$ cat config.mk
export PLATFORM = sky130hd
export DESIGN_NAME = carrier_data_gate
export DESIGN_NICKNAME = d
export VERILOG_FILES = /design/src/rtl/carrier_data_gate.sv
export SDC_FILE = /design/constraint.sdc
export NUM_CORES = 1
export LEC_CHECK = 0
export CORE_MARGIN = 5
export CORE_UTILIZATION = 55
export CTS_BUF_LIST = sky130_fd_sc_hd__clkbuf_4
export CTS_CLUSTER_DIAMETER = 200
export DETAILED_ROUTE_END_ITERATION = 8
export GPL_ROUTABILITY_DRIVEN = 0
export MAX_ROUTING_LAYER = met4
export PLACE_DENSITY = 0.75
export SYNTH_ARGS = -nofsm -noshare
export SYNTH_HDL_FRONTEND = slang
export SYNTH_SLANG_ARGS = --single-unit
export TNS_END_PERCENT = 50
$ cat constraint.sdc
create_clock -name clk_i -period 1.85 [get_ports clk_i]
set_input_delay 0.37 -clock clk_i [delete_from_list [all_inputs] [get_ports clk_i]]
set_output_delay 0.37 -clock clk_i [all_outputs]
set_load 0.005 [all_outputs]
$ cat src/rtl/carrier_data_gate.sv
module carrier_data_gate #(
  parameter int ACQ_MS    = 14,
  parameter int HOLD_MS   = 8,
  parameter int ALT_BITS  = 16,
  parameter int MARK_BITS = 10
) (
  input  logic clk_i,
  input  logic rst_ni,
  input  logic ms_tick_i,
  input  logic bit_stb_i,
  input  logic demod_bit_i,
  input  logic energy_i,
  output logic cd_n_o,
  output logic raw_o,
  output logic valid_o
);
  localparam int AW = $clog2(ACQ_MS + 1);
  localparam int HW = $clog2(HOLD_MS + 1);
  localparam int LW = $clog2(ALT_BITS + 1);
  localparam int MW = $clog2(MARK_BITS + 1);

  logic          carrier_q;
  logic [AW-1:0] acq_q;
  logic [HW-1:0] gap_q;
  logic [LW-1:0] alt_q, alt_nx;
  logic [MW-1:0] ones_q, ones_nx;
  logic          prev_q, armed_q, armed_nx, pass_q, pass_nx;

  always_ff @(posedge clk_i or negedge rst_ni) begin
    if (!rst_ni) begin
      carrier_q <= 1'b0;
      acq_q     <= '0;
      gap_q     <= '0;
    end else if (!carrier_q) begin
      gap_q <= '0;
      if (!energy_i) acq_q <= '0;
      else if (ms_tick_i) begin
        if (acq_q == AW'(ACQ_MS - 1)) begin
          carrier_q <= 1'b1;
          acq_q     <= '0;
        end else acq_q <= acq_q + 1'b1;
      end
    end else begin
      acq_q <= '0;
      if (energy_i) gap_q <= '0;
      else if (ms_tick_i) begin
        if (gap_q == HW'(HOLD_MS - 1)) begin
          carrier_q <= 1'b0;
          gap_q     <= '0;
        end else gap_q <= gap_q + 1'b1;
      end
    end
  end

  always_comb begin
    if (alt_q == '0 || demod_bit_i == prev_q) alt_nx = LW'(1);
    else if (alt_q == LW'(ALT_BITS))          alt_nx = alt_q;
    else                                      alt_nx = alt_q + 1'b1;
    if (!demod_bit_i)                  ones_nx = '0;
    else if (ones_q == MW'(MARK_BITS)) ones_nx = ones_q;
    else                               ones_nx = ones_q + 1'b1;
    armed_nx = (alt_nx == LW'(ALT_BITS)) || (demod_bit_i && armed_q);
    pass_nx  = armed_nx && (ones_nx == MW'(MARK_BITS));
  end

  always_ff @(posedge clk_i or negedge rst_ni) begin
    if (!rst_ni) begin
      alt_q <= '0; ones_q <= '0; prev_q <= 1'b0; armed_q <= 1'b0; pass_q <= 1'b0;
    end else if (!carrier_q) begin
      alt_q <= '0; ones_q <= '0; prev_q <= 1'b0; armed_q <= 1'b0; pass_q <= 1'b0;
    end else if (bit_stb_i && !pass_q) begin
      alt_q   <= alt_nx;
      ones_q  <= ones_nx;
      prev_q  <= demod_bit_i;
      armed_q <= armed_nx;
      pass_q  <= pass_nx;
    end
  end

  assign cd_n_o  = ~carrier_q;
  assign raw_o   = carrier_q ? demod_bit_i : 1'b1;
  assign valid_o = (carrier_q && pass_q) ? demod_bit_i : 1'b1;

  p_acq_on_tick_r2: assert property (@(posedge clk_i) disable iff (!rst_ni)
    $fell(cd_n_o) |-> $past(energy_i && ms_tick_i));
  p_release_on_tick_r3: assert property (@(posedge clk_i) disable iff (!rst_ni)
    $rose(cd_n_o) |-> $past(!energy_i && ms_tick_i));
  p_arm_before_pass_r5: assert property (@(posedge clk_i) disable iff (!rst_ni)
    $rose(pass_q) |-> $past(armed_q));
  p_pass_on_mark_r6: assert property (@(posedge clk_i) disable iff (!rst_ni)
    $rose(pass_q) |-> $past(bit_stb_i && demod_bit_i));
  p_clear_on_loss_r8: assert property (@(posedge clk_i) disable iff (!rst_ni)
    $rose(cd_n_o) |=> (!pass_q && !armed_q));
  p_idle_valid_r8: assert property (@(posedge clk_i) disable iff (!rst_ni)
    !valid_o |-> !cd_n_o);
  p_no_strobe_hold_r9: assert property (@(posedge clk_i) disable iff (!rst_ni)
    (!bit_stb_i && carrier_q) |=> ($stable(alt_q) && $stable(ones_q) && $stable(pass_q)));
endmodule

; After elaboration in Yosys (flattened, before gate mapping)
; Index checks and enable logic that the tools add are counted.
[word_totals]
output_inout_bits = 3
elab_cells = 62
register_bits = 21
ram_bits = 0
romBits = 0
memories = 0
inputBits = 6
latchBits = 0
[classes]
n_reduce_logical = 8
mul = 0
addsub = 4
eq_ne = 10
bitwise_logic = 1
shifts = 0
n_div = 0
order_cmp = 0
muxes = 31
[ops]
columns = operator, n
row1 = 4-bit 2-to-1 mux, 12
row2 = 5-bit 2-to-1 mux, 4
row3 = 1-bit 2-to-1 mux, 15
row4 = "4-bit by 1-bit adder with 4-bit output, second input constant", 3
row5 = "4-bit equality test, second input constant", 3
row6 = "5-bit equality test, second input constant", 2
row7 = "5-bit by 1-bit adder with 5-bit output, second input constant", 1
row8 = 5-bit logical NOT, 1
row9 = "4-bit by 3-bit equality test with 1-bit output, second input constant", 1
row10 = 1-bit logical AND, 4
row11 = "3-bit by 2-bit inequality test with 1-bit output, second input constant", 1
row12 = "3-bit inequality test, second input constant", 1
row13 = 1-bit logical OR, 2
row14 = "2-bit by 1-bit inequality test with 1-bit output, second input constant", 1
row15 = 1-bit equality test, 1
row16 = 1-bit logical NOT, 1
row17 = 1-bit NOT, 1

; Longest topological paths before layout
; Gate-level depths: netlist of run 1.
[depth]
word_depth = 8
mapped_depth = 7
ltp_nobuf = 7

; Worst setup path after synthesis of run 1
; No wires, ideal clock.
[synth_timing]
kind = flip-flop to flip-flop
startpoint = reg alt_q[0]
endpoint = reg alt_q[1]
t_arrival_ps = 1457
slack_ps = 265
path_buffers = 0
period_less_slack_ps = 1585
stages_incl_launch_ff = 8
setup_time_ps = 128
t_required_ps = 1722
cell_sequence = dfrtp_1 > inv_1 > ha_1 > or3b_4 > a21oi_1 > nor2_1 > o21ai_0 > o31ai_1
[synth_between]
elab_chain_cells = 5
word_cells_on_any_way = 8
classes_between = 1 x add/sub / 1 x eq/ne / 4 x mux / 2 x reduce/logical
[synth_rtl]
columns = item, line_no
row1 = "start, declared", 25  ; logic [LW-1:0] alt_q, alt_nx;
row2 = "start signal, assigned", 72  ; alt_q <= alt_nx;
row3 = "5-bit by 1-bit adder with 5-bit output, or another cell as far along", 58  ; else alt_nx = alt_q + 1'b1;
row4 = 5-bit 2-to-1 mux or 1-bit logical OR (tied branches), "57, 56"
row5 = 5-bit 2-to-1 mux (*), 56  ; if (alt_q == '0 || demod_bit_i == prev_q) alt_nx = LW'(1);
row6 = 5-bit 2-to-1 mux (*), 71  ; end else if (bit_stb_i && !pass_q) begin
row7 = 5-bit 2-to-1 mux (*), 69  ; end else if (!carrier_q) begin
; Every way passes the cells marked *; elsewhere a longest branch is shown, timed or not. The select of a mux whose other input is x is not followed.
; A chain may end at the register's enable or synchronous reset.

; Final worst setup path of run 1
[layout_timing]
startpoint = reg alt_q[1]
endpoint = reg pass_q
[layout_between]
elab_chain_cells = 8
word_cells_on_any_way = 11
classes_between = 1 x add/sub / 2 x eq/ne / 4 x mux / 4 x reduce/logical
[layout_rtl]
columns = item, line_no
row1 = "5-bit by 1-bit adder with 5-bit output, or another cell as far along", 58
row2 = 5-bit 2-to-1 mux or 1-bit logical OR (tied branches), "57, 56"
row3 = 5-bit 2-to-1 mux (*), 56
row4 = 5-bit equality test (*), 62  ; armed_nx = (alt_nx == LW'(ALT_BITS)) || (demod_bit_i && armed_q);
row5 = 1-bit logical OR (*), 62
row6 = 1-bit logical AND (*), 63  ; pass_nx = armed_nx && (ones_nx == MW'(MARK_BITS));
row7 = 1-bit 2-to-1 mux (*), 71
row8 = 1-bit 2-to-1 mux (*), 69
row9 = "end signal, assigned", 76  ; pass_q <= pass_nx;
row10 = "end, declared", 27  ; logic prev_q, armed_q, armed_nx, pass_q, pass_nx;
; Marked as above.

==> results.ini, run 1 <==
[outcome]
status=finished, final reports clean

[power_and_ir_drop]
p_comb_share_pct=7.5
power_switching_uw=184
pwr_density_cell_nw_per_um2=502
p_sw_share_pct=24.5
power_uw=750
ir_worst_vdd_v=0.000491
p_clk_share_pct=30.3
p_leak_nw=0.644
seq_power_share_pct=62.2
p_int_uw=567

[floorplanning]
dieArea_um2=3470
rows=17
ioPinCount=9
die_w_um=58.9
core_area_um2=2250
die_y_um=58.9
start_util_pct=58.3

[sta]
setup_viol=0
fin_tns_setup_ns=0
clock.fmax_mhz=574
clock_skew_ns=0.00495
drv_slew=0
rsz0062_at_grt=true
fin_crit_sh_pct=94.2
fin_ws_ns=0.107
slew_headroom_pct=79.8
worstMarginPinSlew_ns=0.300
final.min_clock_period_ns=1.74
hold_viol=0

[global_routing]
grt_pass1_vias=1133
grt_overflow=0
antenna_found_initial=0
track_usage_pct=18.0
grt_max_degree=22
grt_first_pass_wirelength_um=4710

[synthesis]
synthesis.area_um2=1320
syn_inst=148
avgSynthCellArea_um2=8.89
syn-num-nets=161
ys_seq_area_share_pct=40.0
yosysWarnings=0
synth_cell_type_count=40
ys_seq_elements=21

[clock_network]
hold_buffers=0
clkLatencyLatePin_ns=0.30
cts-buffers-inserted=3
cts_tree=built
cts_setup_buffers=0
cts.path.max_buffers=2
cts.sinks=21
root_buffer=clkbuf_4
path_clk_slew_ns=0.12
cts.htree.levels=1

[place]
post-place-ws_ns=-0.131
io_buffers=8
hpwlAfterDp_um=1980
place_area_um2=1460

[drt]
num_vias=1112
totalWireLength_um=2620
first_pass_iters=4
drt_iter0_drc=37
via_per_inst=5.76
drtAntennaViolNets=0
wl_per_cell_um=13.6
drc=0

[setup_path]
cp.arrival_ns=1.98
critPathMaxFanout=7
crit-reg2reg-launch=alt_q[1]$_DFFE_PN0P_
worstReg2RegEnd=pass_q$_DFFE_PN0P_
r2r_slack_ns=0.11
critPathMaxStageDelay_ns=0.47
worstSetupPathType=reg2reg
path_cells=inv_1 -> ha_1 -> or3b_4 -> a211oi_2 -> a41oi_1 -> o21ai_1
critPathCaptureType=flop
startpoint_type=flop
crit_family=compound AO/OA/AOI/OAI gates
reg2regPathDepth=6
crit_required_ns=2.08
crit_buf_inv=1
crit_path_top_delay_cell=dfrtp_2

[layout]
fin_util_pct=66.3
final_area_um2=1500
area_growth_pct=13.7
drive_gt1_share_pct=15.2
fill_cells=200
diodes=0
nets=179

[worst_hold_path]
hold_path_class=in2async

[job]
maxCapViolations=0

-- power groups by stage --
stage	clock network [mW]	logic, mW	registers, mW
3_5_place_dp	0	0.0573	0.475
2_1_floorplan	0	0.0233	0.474
6_report	0.227	0.0564	0.467
3_3_place_gp	0	0.0549	0.475
5_1_grt	0.262	0.0639	0.468
4_1_cts	0.237	0.0567	0.467
-- timing repair --
action	CTS	global route
pin swaps	0	0
gates resized for setup	3	3
setup endpoints to repair	3	4
-- routing by layer --
layer / GRT usage, % / share of wire, %
met5: - / 0
met4: 5.50 / 0.50
met3: 2.63 / 2.0
met2: 29.5 / 50
met1: 23.0 / 48
-- cell families (layout without fill, tap and decap cells) --
family	count (synthesis)	in the layout	share of synthesized area, %
buffers and inverters	11	28	4.57
AOI/OAI and AO/OA	35	35	15.9
DFF	21	21	40.0
xor gates and xnor gates	4	4	3.24
adders and majority gates	7	7	6.66
muxes	4	4	3.23
and+or+nand+nor	66	66	26.5
-- cell type report --
type,instances,area [µm²],area share [%]
repair buffers,17,150,10.0
clock inverters,1,5.00,0.335
inverters,7,26.3,1.76
well taps,28,35.0,2.34
flip-flops and latches,21,527,35.2
multi-input cells,116,729,48.8
clock buffers,3,22.5,1.51
-- through the flow --
step	hold slack, ns	cells
floorplan	0.0744	148
global placement	0.483	189
detailed placement	0.498	189
CTS	0.397	193
global route	0.394	193
finish	0.398	193
-- cell usage in the layout (no fill, tap or decap), types with 2 or more instances in the layout --
| master | netlist | layout |
|---|---|---|
| mux2i_1 | 2 | 2 |
| xor2_1 | 2 | 2 |
| nand2_1 | 16 | 16 |
| dlygate4sd2_1 | 0 | 2 |
| o21ai_0 | 14 | 14 |
| buf_4 | 1 | 9 |
| dfrtp_1 | 21 | 20 |
| clkbuf_4 | 0 | 3 |
| dlymetal6s2s_1 | 0 | 2 |
| inv_1 | 7 | 6 |
| clkdlybuf4s50_1 | 0 | 4 |
| and2_1 | 3 | 3 |
| ha_1 | 7 | 7 |
| mux2_2 | 2 | 2 |
| nand4_1 | 3 | 3 |
| and3_1 | 2 | 2 |
| a21oi_1 | 11 | 11 |
| nand3_1 | 9 | 9 |
| nand2b_1 | 3 | 3 |
| nor3_1 | 4 | 4 |
| and2b_1 | 2 | 2 |
| o31ai_1 | 2 | 2 |
| nor2_1 | 13 | 13 |
| or3_1 | 3 | 3 |
-- synth_stat cells (all sizes together) --
master  count  share of area, %
a211oi      1              0.95
and2b       3               1.8
a31oi       1              0.48
o31ai       2               1.1
nand2      16               4.6
a21oi      11               4.2
a41oi       1              0.67
a21o        1              0.57
or3         3               1.4
ha          7               6.7
xnor2       1              0.67
nand4b      1              0.67
dfrtp      21                40
xor2        3               2.6
clkbuf      1              0.29
and3        2              0.95
nor3b       1              0.57
nand2b      3               1.4
or2         1              0.48
nor2       13               3.7
mux2        2               1.7
o221a       1              0.86
and4bb      1              0.95
buf         3               2.3
nand4       3               1.4
a22oi       1              0.57
nor2b       1              0.48
inv         7               2.0
a32o        1              0.76
or3b        1              0.86
o21ai      15               5.7
and2        3               1.4
nand3      10               4.2
nor3        4               1.5
mux2i       2               1.5
-- state kept, by name (all words and copies together) (netlist names) --
| signal | count |
|---|---|
| prev_q | 1 |
| acq_q | 4 |
| pass_q | 1 |
| carrier_q | 1 |
| gap_q | 4 |
| armed_q | 1 |
| ones_q | 4 |
| alt_q | 5 |
-- how the worst max path moves through the flow --
stage                                    start              endpoint  slack, ns  cells past startpoint
after floorplan           alt_q[0]$_DFFE_PN0P_  alt_q[1]$_DFFE_PN0P_       0.27                      7
after global placement             demod_bit_i               valid_o      -0.10                      3
after detailed placement           demod_bit_i               valid_o      -0.13                      3
after CTS                  carrier_q$_DFF_PN0_                cd_n_o      0.002                      3
after global routing      alt_q[1]$_DFFE_PN0P_    pass_q$_DFFE_PN0P_      -0.05                      6
final                     alt_q[1]$_DFFE_PN0P_    pass_q$_DFFE_PN0P_       0.11                      6
No activity file was read; power rests on OpenSTA's default activity.
==> run 2: changes to the inputs <==
--- a/config.mk
+++ b/config.mk
@@ -6,13 +6,14 @@
 export NUM_CORES = 1
 export LEC_CHECK = 0
 export CORE_MARGIN = 5
-export CORE_UTILIZATION = 55
+export CORE_UTILIZATION = 40
 export CTS_BUF_LIST = sky130_fd_sc_hd__clkbuf_4
 export CTS_CLUSTER_DIAMETER = 200
 export DETAILED_ROUTE_END_ITERATION = 8
 export GPL_ROUTABILITY_DRIVEN = 0
 export MAX_ROUTING_LAYER = met4
-export PLACE_DENSITY = 0.75
+export RECOVER_POWER = 25
+export REMOVE_ABC_BUFFERS = 1
 export SYNTH_ARGS = -nofsm -noshare
 export SYNTH_HDL_FRONTEND = slang
 export SYNTH_SLANG_ARGS = --single-unit
==> results.ini, run 2 (synthesis results as in run 1) <==
[outcome]
status=finished, final reports clean  ; unchanged

[layout]
drive_gt1_share_pct=16.2  ; was 15.2%
largest-register=alt_q  ; unchanged
area_growth_pct=16.3  ; was 13.7%
fill_cells=319  ; was 200
largest_reg_flops=5  ; unchanged
final_common_cell=dfrtp_1  ; unchanged
nets=181  ; was 179
fin_util_pct=49.3  ; was 66.3%
layout_common_cells=dfrtp_1, nand2_1, o21ai_0, nor2_1  ; was dfrtp_1, nand2_1, o21ai_0, nor2_1, a21oi_1
fin_cells=211  ; was 193
diodes=0  ; unchanged

[power_and_ir_drop]
p_comb_share_pct=7.1  ; was 7.5%
p_clk_share_pct=31.4  ; was 30.3%
ir_worst_vdd_v=0.000267  ; was 0.000491 V
pwr_density_cell_nw_per_um2=496  ; was 502 nW/µm²
p_leak_nw=0.650  ; was 0.644 nW
p_sw_share_pct=25.5  ; was 24.5%
power_switching_uw=193  ; was 184 µW
seq_power_share_pct=61.5  ; was 62.2%
p_int_uw=565  ; was 567 µW

[setup_path]
r2r_slack_ns=0.13  ; was 0.11 ns
worstSetupPathType=reg2reg  ; unchanged
crit_required_ns=2.11  ; was 2.08 ns
startpoint_type=flop  ; unchanged
worstReg2RegEnd=pass_q$_DFFE_PN0P_  ; unchanged
crit-reg2reg-launch=alt_q[1]$_DFFE_PN0P_  ; unchanged
critPathCaptureType=flop  ; unchanged
crit_path_top_delay_cell=dfrtp_2  ; unchanged
cp.arrival_ns=1.98  ; about the same
reg2regPathDepth=6  ; unchanged
critPathMaxStageDelay_ns=0.47  ; about the same
path_cells=inv_1 -> ha_2 -> or3b_4 -> a211oi_2 -> a41oi_1 -> o21ai_1  ; was inv_1 -> ha_1 -> or3b_4 -> a211oi_2 -> a41oi_1 -> o21ai_1
critPathMaxFanout=7  ; unchanged

[floorplanning]
dieArea_um2=4530  ; was 3470 µm²
start_util_pct=42.4  ; was 58.3%
die_y_um=67.3  ; was 58.9 µm
ioPinCount=9  ; unchanged
die_w_um=67.3  ; was 58.9 µm
rows=20  ; was 17
core_area_um2=3100  ; was 2250 µm²

[global_routing]
grt_max_degree=22  ; unchanged
grt_pass1_vias=1132  ; was 1,133
grt_overflow=0  ; unchanged
antenna_found_initial=0  ; unchanged
track_usage_pct=14.8  ; was 18.0%
grt_first_pass_wirelength_um=4930  ; was 4710 µm

[clock_network]
cts_tree=built  ; unchanged
hold_buffers=0  ; unchanged
clkLatencyLatePin_ns=0.32  ; was 0.30 ns
cts.htree.levels=1  ; unchanged
root_buffer=clkbuf_4  ; unchanged
cts.path.max_buffers=2  ; unchanged
cts-buffers-inserted=3  ; unchanged
path_clk_slew_ns=0.13  ; was 0.12 ns
cts.sinks=21  ; unchanged

[sta]
rsz0062_at_grt=false  ; was true
fin_crit_sh_pct=92.9  ; was 94.2%
slew_headroom_pct=20.5  ; was 79.8%
clock_skew_ns=0.00276  ; was 0.00495 ns
setup_viol=0  ; unchanged
final.min_clock_period_ns=1.72  ; was 1.74 ns
clock.fmax_mhz=582  ; was 574 MHz
worstMarginPinSlew_ns=1.19  ; was 0.300 ns
hold_viol=0  ; unchanged
drv_slew=0  ; unchanged

[worst_hold_path]
hold_path_class=reg2reg  ; was in2async
min_path_cells=2
worstHoldEndpoint=armed_q$_DFFE_PN0P_
hp-start=armed_q$_DFFE_PN0P_

[drt]
via_per_inst=5.16  ; was 5.76
drtAntennaViolNets=0  ; unchanged
totalWireLength_um=2720  ; was 2620 µm
wl_per_cell_um=12.9  ; was 13.6 µm
num_vias=1088  ; was 1,112
drc=0  ; unchanged
first_pass_iters=4  ; unchanged
drt_iter0_drc=87  ; was 37

[place]
hpwlAfterDp_um=1980  ; about the same
dp.cells=205  ; was 189
io_buffers=8  ; unchanged

[job]
maxCapViolations=0  ; unchanged

[run 2: changes by cell type in the layout (fill, tap and decap cells not counted), sizes merged]
cell and change:
buf +1, clkbuf +1, dlygate4sd2 +1, dlymetal6s2s -1
[run 2: metal layers]
metal / vias up / GRT usage (%) / share of wire, %
li1: 560 / - / -
met1: 508 / 18.9 / 50
met2: 15 / 23.3 / 45
met3: 5 / 2.50 / 2.7
met4: 0 / 6.08 / 1.9
met5: - / - / 0
[run 2: timing repair]
action / 4_1_cts / 5_1_grt
resized for setup: 3 / 4
setup buffers: 1 / 1
pin swaps: 0 / 0
setup endpoints to repair: 2 / 3
[run 2: worst max path at each step]
stage	startpoint	endpoint	slack, ns	cells past startpoint
after floorplan	alt_q[0]$_DFFE_PN0P_	alt_q[1]$_DFFE_PN0P_	0.27	7
after global placement	demod_bit_i	valid_o	-0.12	3
after detailed placement	demod_bit_i	valid_o	-0.13	3
after CTS	carrier_q$_DFF_PN0_	raw_o	0.009	3
after global routing	alt_q[1]$_DFFE_PN0P_	alt_q[1]$_DFFE_PN0P_	0.01	7
final	alt_q[1]$_DFFE_PN0P_	pass_q$_DFFE_PN0P_	0.13	6
[run 2: power groups by stage]
stage / clock network, mW / registers, mW / logic (mW)
6_report: 0.238 / 0.466 / 0.0537
3_5_place_dp: 0 / 0.475 / 0.0563
2_1_floorplan: 0 / 0.474 / 0.0209
4_1_cts: 0.247 / 0.466 / 0.0558
5_1_grt: 0.272 / 0.468 / 0.0618
3_3_place_gp: 0 / 0.475 / 0.0550
[run 2: layout make-up]
cell class | count | area (µm²) | share of cell area, %
clock buffers | 3 | 22.5 | 1.47
clock inverters | 1 | 5.00 | 0.327
inverters | 7 | 26.3 | 1.72
multi-input cells | 116 | 736 | 48.1
flip-flops and latches | 21 | 527 | 34.5
well taps | 44 | 55.1 | 3.60
repair buffers | 19 | 158 | 10.3
[run 2: critical path: cells and delay by family (launching register included)]
family                   cells  cell delay [ns]
adder cells (fa/ha/maj)      1             0.19
flip-flops                   1             0.47
buffers and inverters        1             0.07
AO/OA/AOI/OAI                3             0.52
AND/OR/NAND/NOR              1             0.41
[run 2: stage by stage]
stage | hold slack, ns | TNS, ns | instance area [µm²] | setup slack [ns] | total power, mW
after global placement | 0.486 | -0.156 | 1480 | -0.115 | 0.530
after floorplan | 0.0744 | 0 | 1280 | 0.265 | 0.495
final | 0.532 | 0 | 1530 | 0.132 | 0.758
after detailed placement | 0.496 | -0.262 | 1480 | -0.128 | 0.531
after CTS | 0.393 | 0 | 1520 | 0.00900 | 0.769
after global routing | 0.578 | 0 | 1530 | 0.0131 | 0.802
